File: src/rtl/burst_seq_pkg.sv
package burst_seq_pkg;
   typedef enum logic {
      ORD_LINEAR     = 1'b0,
      ORD_INTERLEAVE = 1'b1
   } order_e;

   // Variant selection for the order mapping
   localparam int MAP_STRAP      = 0;
   localparam int MAP_LINEAR     = 1;
   localparam int MAP_INTERLEAVE = 2;
endpackage

File: src/rtl/burst_seq_ctr.sv
module burst_seq_ctr #(
   parameter int CNT_W = 2
) (
   input  logic             clk,
   input  logic             rst_n,
   input  logic             load_i,
   input  logic             adv_n_i,
   output logic [CNT_W-1:0] cnt_o
);
   generate
      if (CNT_W < 1) begin : g_bad_w
         $error("burst_seq_ctr: CNT_W must be at least 1");
      end
   endgenerate

   logic [CNT_W-1:0] cnt_q;

   always_ff @(posedge clk) begin
      if (!rst_n)        cnt_q <= '0;
      else if (load_i)   cnt_q <= '0;
      else if (!adv_n_i) cnt_q <= CNT_W'(cnt_q + 1'b1);
   end

   assign cnt_o = cnt_q;

   AST_CNT_STEP: assert property (@(posedge clk) disable iff (!rst_n)
      (!load_i && !adv_n_i) |=> (cnt_o == CNT_W'($past(cnt_o) + 1'b1)));
   AST_CNT_HOLD: assert property (@(posedge clk) disable iff (!rst_n)
      (!load_i && adv_n_i) |=> $stable(cnt_o));
   AST_CNT_RESTART: assert property (@(posedge clk) disable iff (!rst_n)
      load_i |=> (cnt_o == '0));
endmodule

File: src/rtl/burst_seq_areg.sv
module burst_seq_areg #(
   parameter int ADDR_W = 18,
   parameter int CNT_W  = 2,
   localparam int HI_W  = ADDR_W - CNT_W
) (
   input  logic              clk,
   input  logic              rst_n,
   input  logic              load_i,
   input  logic [ADDR_W-1:0] addr_i,
   output logic [HI_W-1:0]   base_o,
   output logic [CNT_W-1:0]  start_o
);
   generate
      if (ADDR_W <= CNT_W) begin : g_bad_w
         $error("burst_seq_areg: ADDR_W must exceed CNT_W");
      end
   endgenerate

   logic [HI_W-1:0]  base_q;
   logic [CNT_W-1:0] start_q;

   always_ff @(posedge clk) begin
      if (!rst_n) begin
         base_q  <= '0;
         start_q <= '0;
      end else if (load_i) begin
         base_q  <= addr_i[ADDR_W-1:CNT_W];
         start_q <= addr_i[CNT_W-1:0];
      end
   end

   assign base_o  = base_q;
   assign start_o = start_q;

   AST_BASE_HOLD: assert property (@(posedge clk) disable iff (!rst_n)
      !load_i |=> $stable(base_o));
   AST_LOAD_CAPTURE: assert property (@(posedge clk) disable iff (!rst_n)
      load_i |=> ({base_o, start_o} == $past(addr_i)));
endmodule

File: src/rtl/burst_seq_map.sv
module burst_seq_map
   import burst_seq_pkg::*;
#(
   parameter int CNT_W   = 2,
   parameter int MAP_SEL = MAP_STRAP
) (
   input  order_e           order_i,
   input  logic [CNT_W-1:0] start_i,
   input  logic [CNT_W-1:0] cnt_i,
   output logic [CNT_W-1:0] low_o
);
   logic [CNT_W-1:0] lin_w;
   logic [CNT_W-1:0] ilv_w;

   assign lin_w = CNT_W'(start_i + cnt_i);
   assign ilv_w = start_i ^ cnt_i;

   generate
      if (MAP_SEL == MAP_STRAP) begin : g_strap
         assign low_o = (order_i == ORD_INTERLEAVE) ? ilv_w : lin_w;
      end else if (MAP_SEL == MAP_LINEAR) begin : g_linear
         assign low_o = lin_w;
      end else if (MAP_SEL == MAP_INTERLEAVE) begin : g_ilv
         assign low_o = ilv_w;
      end else begin : g_bad_sel
         $error("burst_seq_map: unknown MAP_SEL");
         assign low_o = '0;
      end
   endgenerate
endmodule

File: src/rtl/burst_seq.sv
module burst_seq
   import burst_seq_pkg::*;
#(
   parameter int ADDR_W  = 18,
   parameter int CNT_W   = 2,
   parameter int MAP_SEL = MAP_STRAP,
   localparam int HI_W   = ADDR_W - CNT_W
) (
   input  logic              clk,
   input  logic              rst_n,
   input  logic              load_i,
   input  logic [ADDR_W-1:0] addr_i,
   input  logic              adv_n_i,
   input  logic              order_i,
   output logic [ADDR_W-1:0] addr_o,
   output logic [CNT_W-1:0]  pos_o
);
   generate
      if (CNT_W < 1 || ADDR_W <= CNT_W) begin : g_bad_w
         $error("burst_seq: need 1 <= CNT_W < ADDR_W");
      end
   endgenerate

   logic [HI_W-1:0]  base_w;
   logic [CNT_W-1:0] start_w;
   logic [CNT_W-1:0] cnt_w;
   logic [CNT_W-1:0] low_w;
   order_e           ord_w;
   logic             eff_ilv;

   assign ord_w = order_e'(order_i);
   assign eff_ilv = (MAP_SEL == MAP_INTERLEAVE) ? 1'b1 :
                    (MAP_SEL == MAP_LINEAR)     ? 1'b0 : order_i;

   burst_seq_areg #(.ADDR_W(ADDR_W), .CNT_W(CNT_W)) u_areg (
      .clk     (clk),
      .rst_n   (rst_n),
      .load_i  (load_i),
      .addr_i  (addr_i),
      .base_o  (base_w),
      .start_o (start_w)
   );

   burst_seq_ctr #(.CNT_W(CNT_W)) u_ctr (
      .clk     (clk),
      .rst_n   (rst_n),
      .load_i  (load_i),
      .adv_n_i (adv_n_i),
      .cnt_o   (cnt_w)
   );

   burst_seq_map #(.CNT_W(CNT_W), .MAP_SEL(MAP_SEL)) u_map (
      .order_i (ord_w),
      .start_i (start_w),
      .cnt_i   (cnt_w),
      .low_o   (low_w)
   );

   assign addr_o = {base_w, low_w};
   assign pos_o  = cnt_w;

   AST_ORDER_STATIC: assert property (@(posedge clk) disable iff (!rst_n)
      $stable(order_i));
   AST_LINEAR_STEP: assert property (@(posedge clk) disable iff (!rst_n)
      (!load_i && !adv_n_i && !eff_ilv) |=>
      (addr_o[CNT_W-1:0] == CNT_W'($past(addr_o[CNT_W-1:0]) + 1'b1)));
   AST_ILV_STEP: assert property (@(posedge clk) disable iff (!rst_n)
      (!load_i && !adv_n_i && eff_ilv) |=>
      ((addr_o[CNT_W-1:0] ^ $past(addr_o[CNT_W-1:0])) == (pos_o ^ $past(pos_o))));
   AST_RESET_CLEAR: assert property (@(posedge clk)
      !rst_n |=> (addr_o == '0 && pos_o == '0));
endmodule

File: config.mk
export PLATFORM = sky130hd
export DESIGN_NAME = burst_seq
export DESIGN_NICKNAME = d
export VERILOG_FILES = /design/src/rtl/burst_seq_pkg.sv /design/src/rtl/burst_seq_ctr.sv /design/src/rtl/burst_seq_areg.sv /design/src/rtl/burst_seq_map.sv /design/src/rtl/burst_seq.sv
export SDC_FILE = /design/constraint.sdc
export NUM_CORES = 1
export LEC_CHECK = 0
export BUFFER_PORTS_ARGS = -buffer_cell sky130_fd_sc_hd__clkbuf_2
export CORE_MARGIN = 2
export CORE_UTILIZATION = 38
export DETAILED_ROUTE_END_ITERATION = 6
export GPL_TIMING_DRIVEN = 1
export PLACE_DENSITY_LB_ADDON = 0.3
export SLEW_MARGIN = 20
export SYNTH_ARGS = -nofsm -noshare
export SYNTH_HDL_FRONTEND = slang
export SYNTH_SLANG_ARGS = --single-unit
File: constraint.sdc
create_clock -name clk -period 1 [get_ports clk]
set_input_delay 0.3 -clock clk [delete_from_list [all_inputs] [get_ports clk]]
set_output_delay 0.3 -clock clk [all_outputs]
set_load 0.1 [all_outputs]
==> results.json <==
{
  "maxSlewViolCount": 0,
  "synthesis.nets": 93,
  "crit_fanout": 2,
  "layout_min_cycle_time_ns": 1.59,
  "die_x_um": 50.3,
  "pwr-share-seq": 0.442,
  "synthTopCellsByCount": "nor2b_1, dfxtp_1, mux2i_1, xnor2_1",
  "cts_hold_buf": 0,
  "place_ws_ns": -0.338,
  "final_core_util": 0.742,
  "setup_viol": 20,
  "cp-start-kind": "flip-flop",
  "drt.antenna.violating_nets": 0,
  "grt_setup_unrepaired": "true",
  "wl_per_cell_um": 11.4,
  "synth_area_leaders": "dfxtp_1, mux2i_1, nor2b_1",
  "hold_path_startpoint": "addr_i[4]",
  "yosysWarnings": 0,
  "yosysTopAreaCellShare": 0.492,
  "hold_path_depth": 3,
  "fmax_mhz": 630,
  "grt_pass1_wl_um": 2850,
  "antenna_found_initial": 0,
  "post-synth-top-count-cell": "nor2b_1",
  "min_to": "u_areg.base_o[2]",
  "peakVddDrop_mv": 1.03,
  "vias_per_cell": 4.44,
  "start_util": 0.411,
  "fin_crit_sh": 1.59,
  "fin_cells": 142,
  "timing.rr.start": "u_ctr.cnt_o[0]",
  "worst_ep_arrival_time_ns": 1.29,
  "tightest_slew_ns": 0.327,
  "portBuffers": 42,
  "comb_power_share": 0.372,
  "area_growth_syn_to_layout_pct": 80.5,
  "synth_enable_flop_cells": 0,
  "grt_pass1_vias": 648,
  "worstRegToRegCells": 4,
  "n_antenna_cell": 0,
  "grt_start_max_net_pins": 20,
  "whs_ns": 0.254,
  "place.gp.congestion": 0.699,
  "slew_headroom": 0.782,
  "syn_area_per_cell_um2": 11.8,
  "nets": 140,
  "p_int_mw": 1.30,
  "io_pins": 43,
  "cts_max_level": 1,
  "swShare": 0.357,
  "synthesis.area_um2": 815,
  "core-area_mm2": 0.00198,
  "overflow": 0,
  "detailedRoute.firstIterationViolations": 0,
  "setup_ws_ns": -0.589,
  "synth_cell_types": 11,
  "synth.largest_area_cell": "dfxtp_1",
  "fin_area_mm2": 0.00147,
  "power.total_mw": 2.03,
  "drive_gt1_frac": 0.643,
  "hold_viol_final": 0,
  "r2r_slack_ns": 0.08,
  "rows": 16,
  "end_kind": "primary output",
  "num_vias": 630,
  "synth_seq_cells": 20,
  "grt_usage": 0.149,
  "wl_um": 1630,
  "hold_class": "in2reg",
  "dp_hpwl_um": 1290,
  "setup.worst_path.class": "reg2out",
  "drv_cap": 0,
  "clk_pin_slew_ns": 0.11,
  "drc": 0,
  "clkLatencyLatePin_ns": 0.29,
  "cts_buffer_depth": 2,
  "worstPathRequired_ns": 0.70,
  "p_sw_mw": 0.724,
  "detail_route.first_pass.iterations": 1,
  "cts_buffers": 3,
  "clkPwrFrac": 0.187,
  "die_h_um": 50.3,
  "synth_flop_cell": "dfxtp_1",
  "dp.cells": 138,
  "p_leak_nw": 0.650,
  "async_flop_share": 0,
  "placed_cell_area_mm2": 0.00143,
  "cts_tree": "done",
  "skew_ns": 0.000332,
  "synth_seq_area_share": 0.492,
  "rr_endpoint": "u_ctr.cnt_o[1]",
  "status": "complete, but fails checks",
  "p_per_area_mw_per_mm2": 1380,
  "clockRootBuffer": "clkbuf_4",
  "dieArea_mm2": 0.00253,
  "tns_ns": -3.60,
  "cts.sinks": 20,
  "synthCells": 69,
  "violations": "setup timing"
}
==> sequential cells by signal, summed over array words and instances (netlist names) <==
| name | count |
|---|---|
| u_areg.start_o | 2 |
| u_ctr.cnt_o | 2 |
| u_areg.base_o | 16 |
==> cells by family (layout without fill, tap and decap cells) <==
kind of cell / after synthesis / after routing / synth area share
buffers and inverters: 3 / 49 / 0.0445
muxes: 18 / 18 / 0.221
xor gates and xnor gates: 3 / 3 / 0.0323
adders and majority gates: 1 / 1 / 0.0154
DFF: 20 / 20 / 0.492
and+or+nand+nor: 24 / 24 / 0.195
==> layout by cell type, fill, tap and decap left out, types with 2 or more instances in the layout <==
master / netlist / final
clkbuf_2: 1 / 22
buf_12: 1 / 21
nor2b_1: 21 / 19
mux2i_1: 18 / 18
dfxtp_2: 0 / 17
clkbuf_4: 0 / 3
nor2b_4: 0 / 2
dfxtp_4: 0 / 2
==> metal layers <==
layer	GRT usage	share of wire
met5	0	0
met4	0.0405	0.0062
met3	0.0506	0.066
met2	0.261	0.53
met1	0.172	0.39
==> power groups by stage <==
stage / Sequential [mW] / Clock [mW] / Combinational, mW
3_5_place_dp: 0.912 / 0 / 0.756
2_1_floorplan: 1.18 / 0 / 0.197
6_report: 0.895 / 0.379 / 0.754
4_1_cts: 0.896 / 0.400 / 0.759
5_1_grt: 0.901 / 0.435 / 0.781
3_3_place_gp: 0.909 / 0 / 0.746
==> layout make-up <==
cell class,instances,area [µm²]
multi-input cells,46,432
fillers,151,512
repair buffers,45,549
well taps,27,33.8
clock buffers,4,26.3
flip-flops and latches,20,429
==> worst max-delay path: stages (launching register included) <==
cell and delay (ns):
dfxtp_4 0.37, ha_4 0.12, nor2b_4 0.18, xnor2_4 0.14, buf_12 0.19
==> what timing repair did <==
item / 4_1_cts / 5_1_grt
setup endpoints to repair: 20 / 21
resized for setup: 3 / 1
pin swaps: 2 / 0
buffers inserted: 0 / 0
==> worst max-delay path by stage <==
| stage | cells past startpoint | slack [ns] | start | to |
|---|---|---|---|---|
| 3_5_place_dp | 3 | -0.34 | u_ctr.cnt_o[1] | addr_o[1] |
| 3_3_place_gp | 3 | -0.32 | u_ctr.cnt_o[1] | addr_o[1] |
| 2_1_floorplan | 3 | -0.65 | u_ctr.cnt_o[0] | addr_o[1] |
| 5_1_grt | 4 | -0.66 | u_areg.start_o[0] | addr_o[1] |
| 6_report | 4 | -0.59 | u_ctr.cnt_o[0] | addr_o[1] |
| 4_1_cts | 4 | -0.61 | u_ctr.cnt_o[0] | addr_o[1] |
Note: power is estimated with default switching activity, not from simulation.
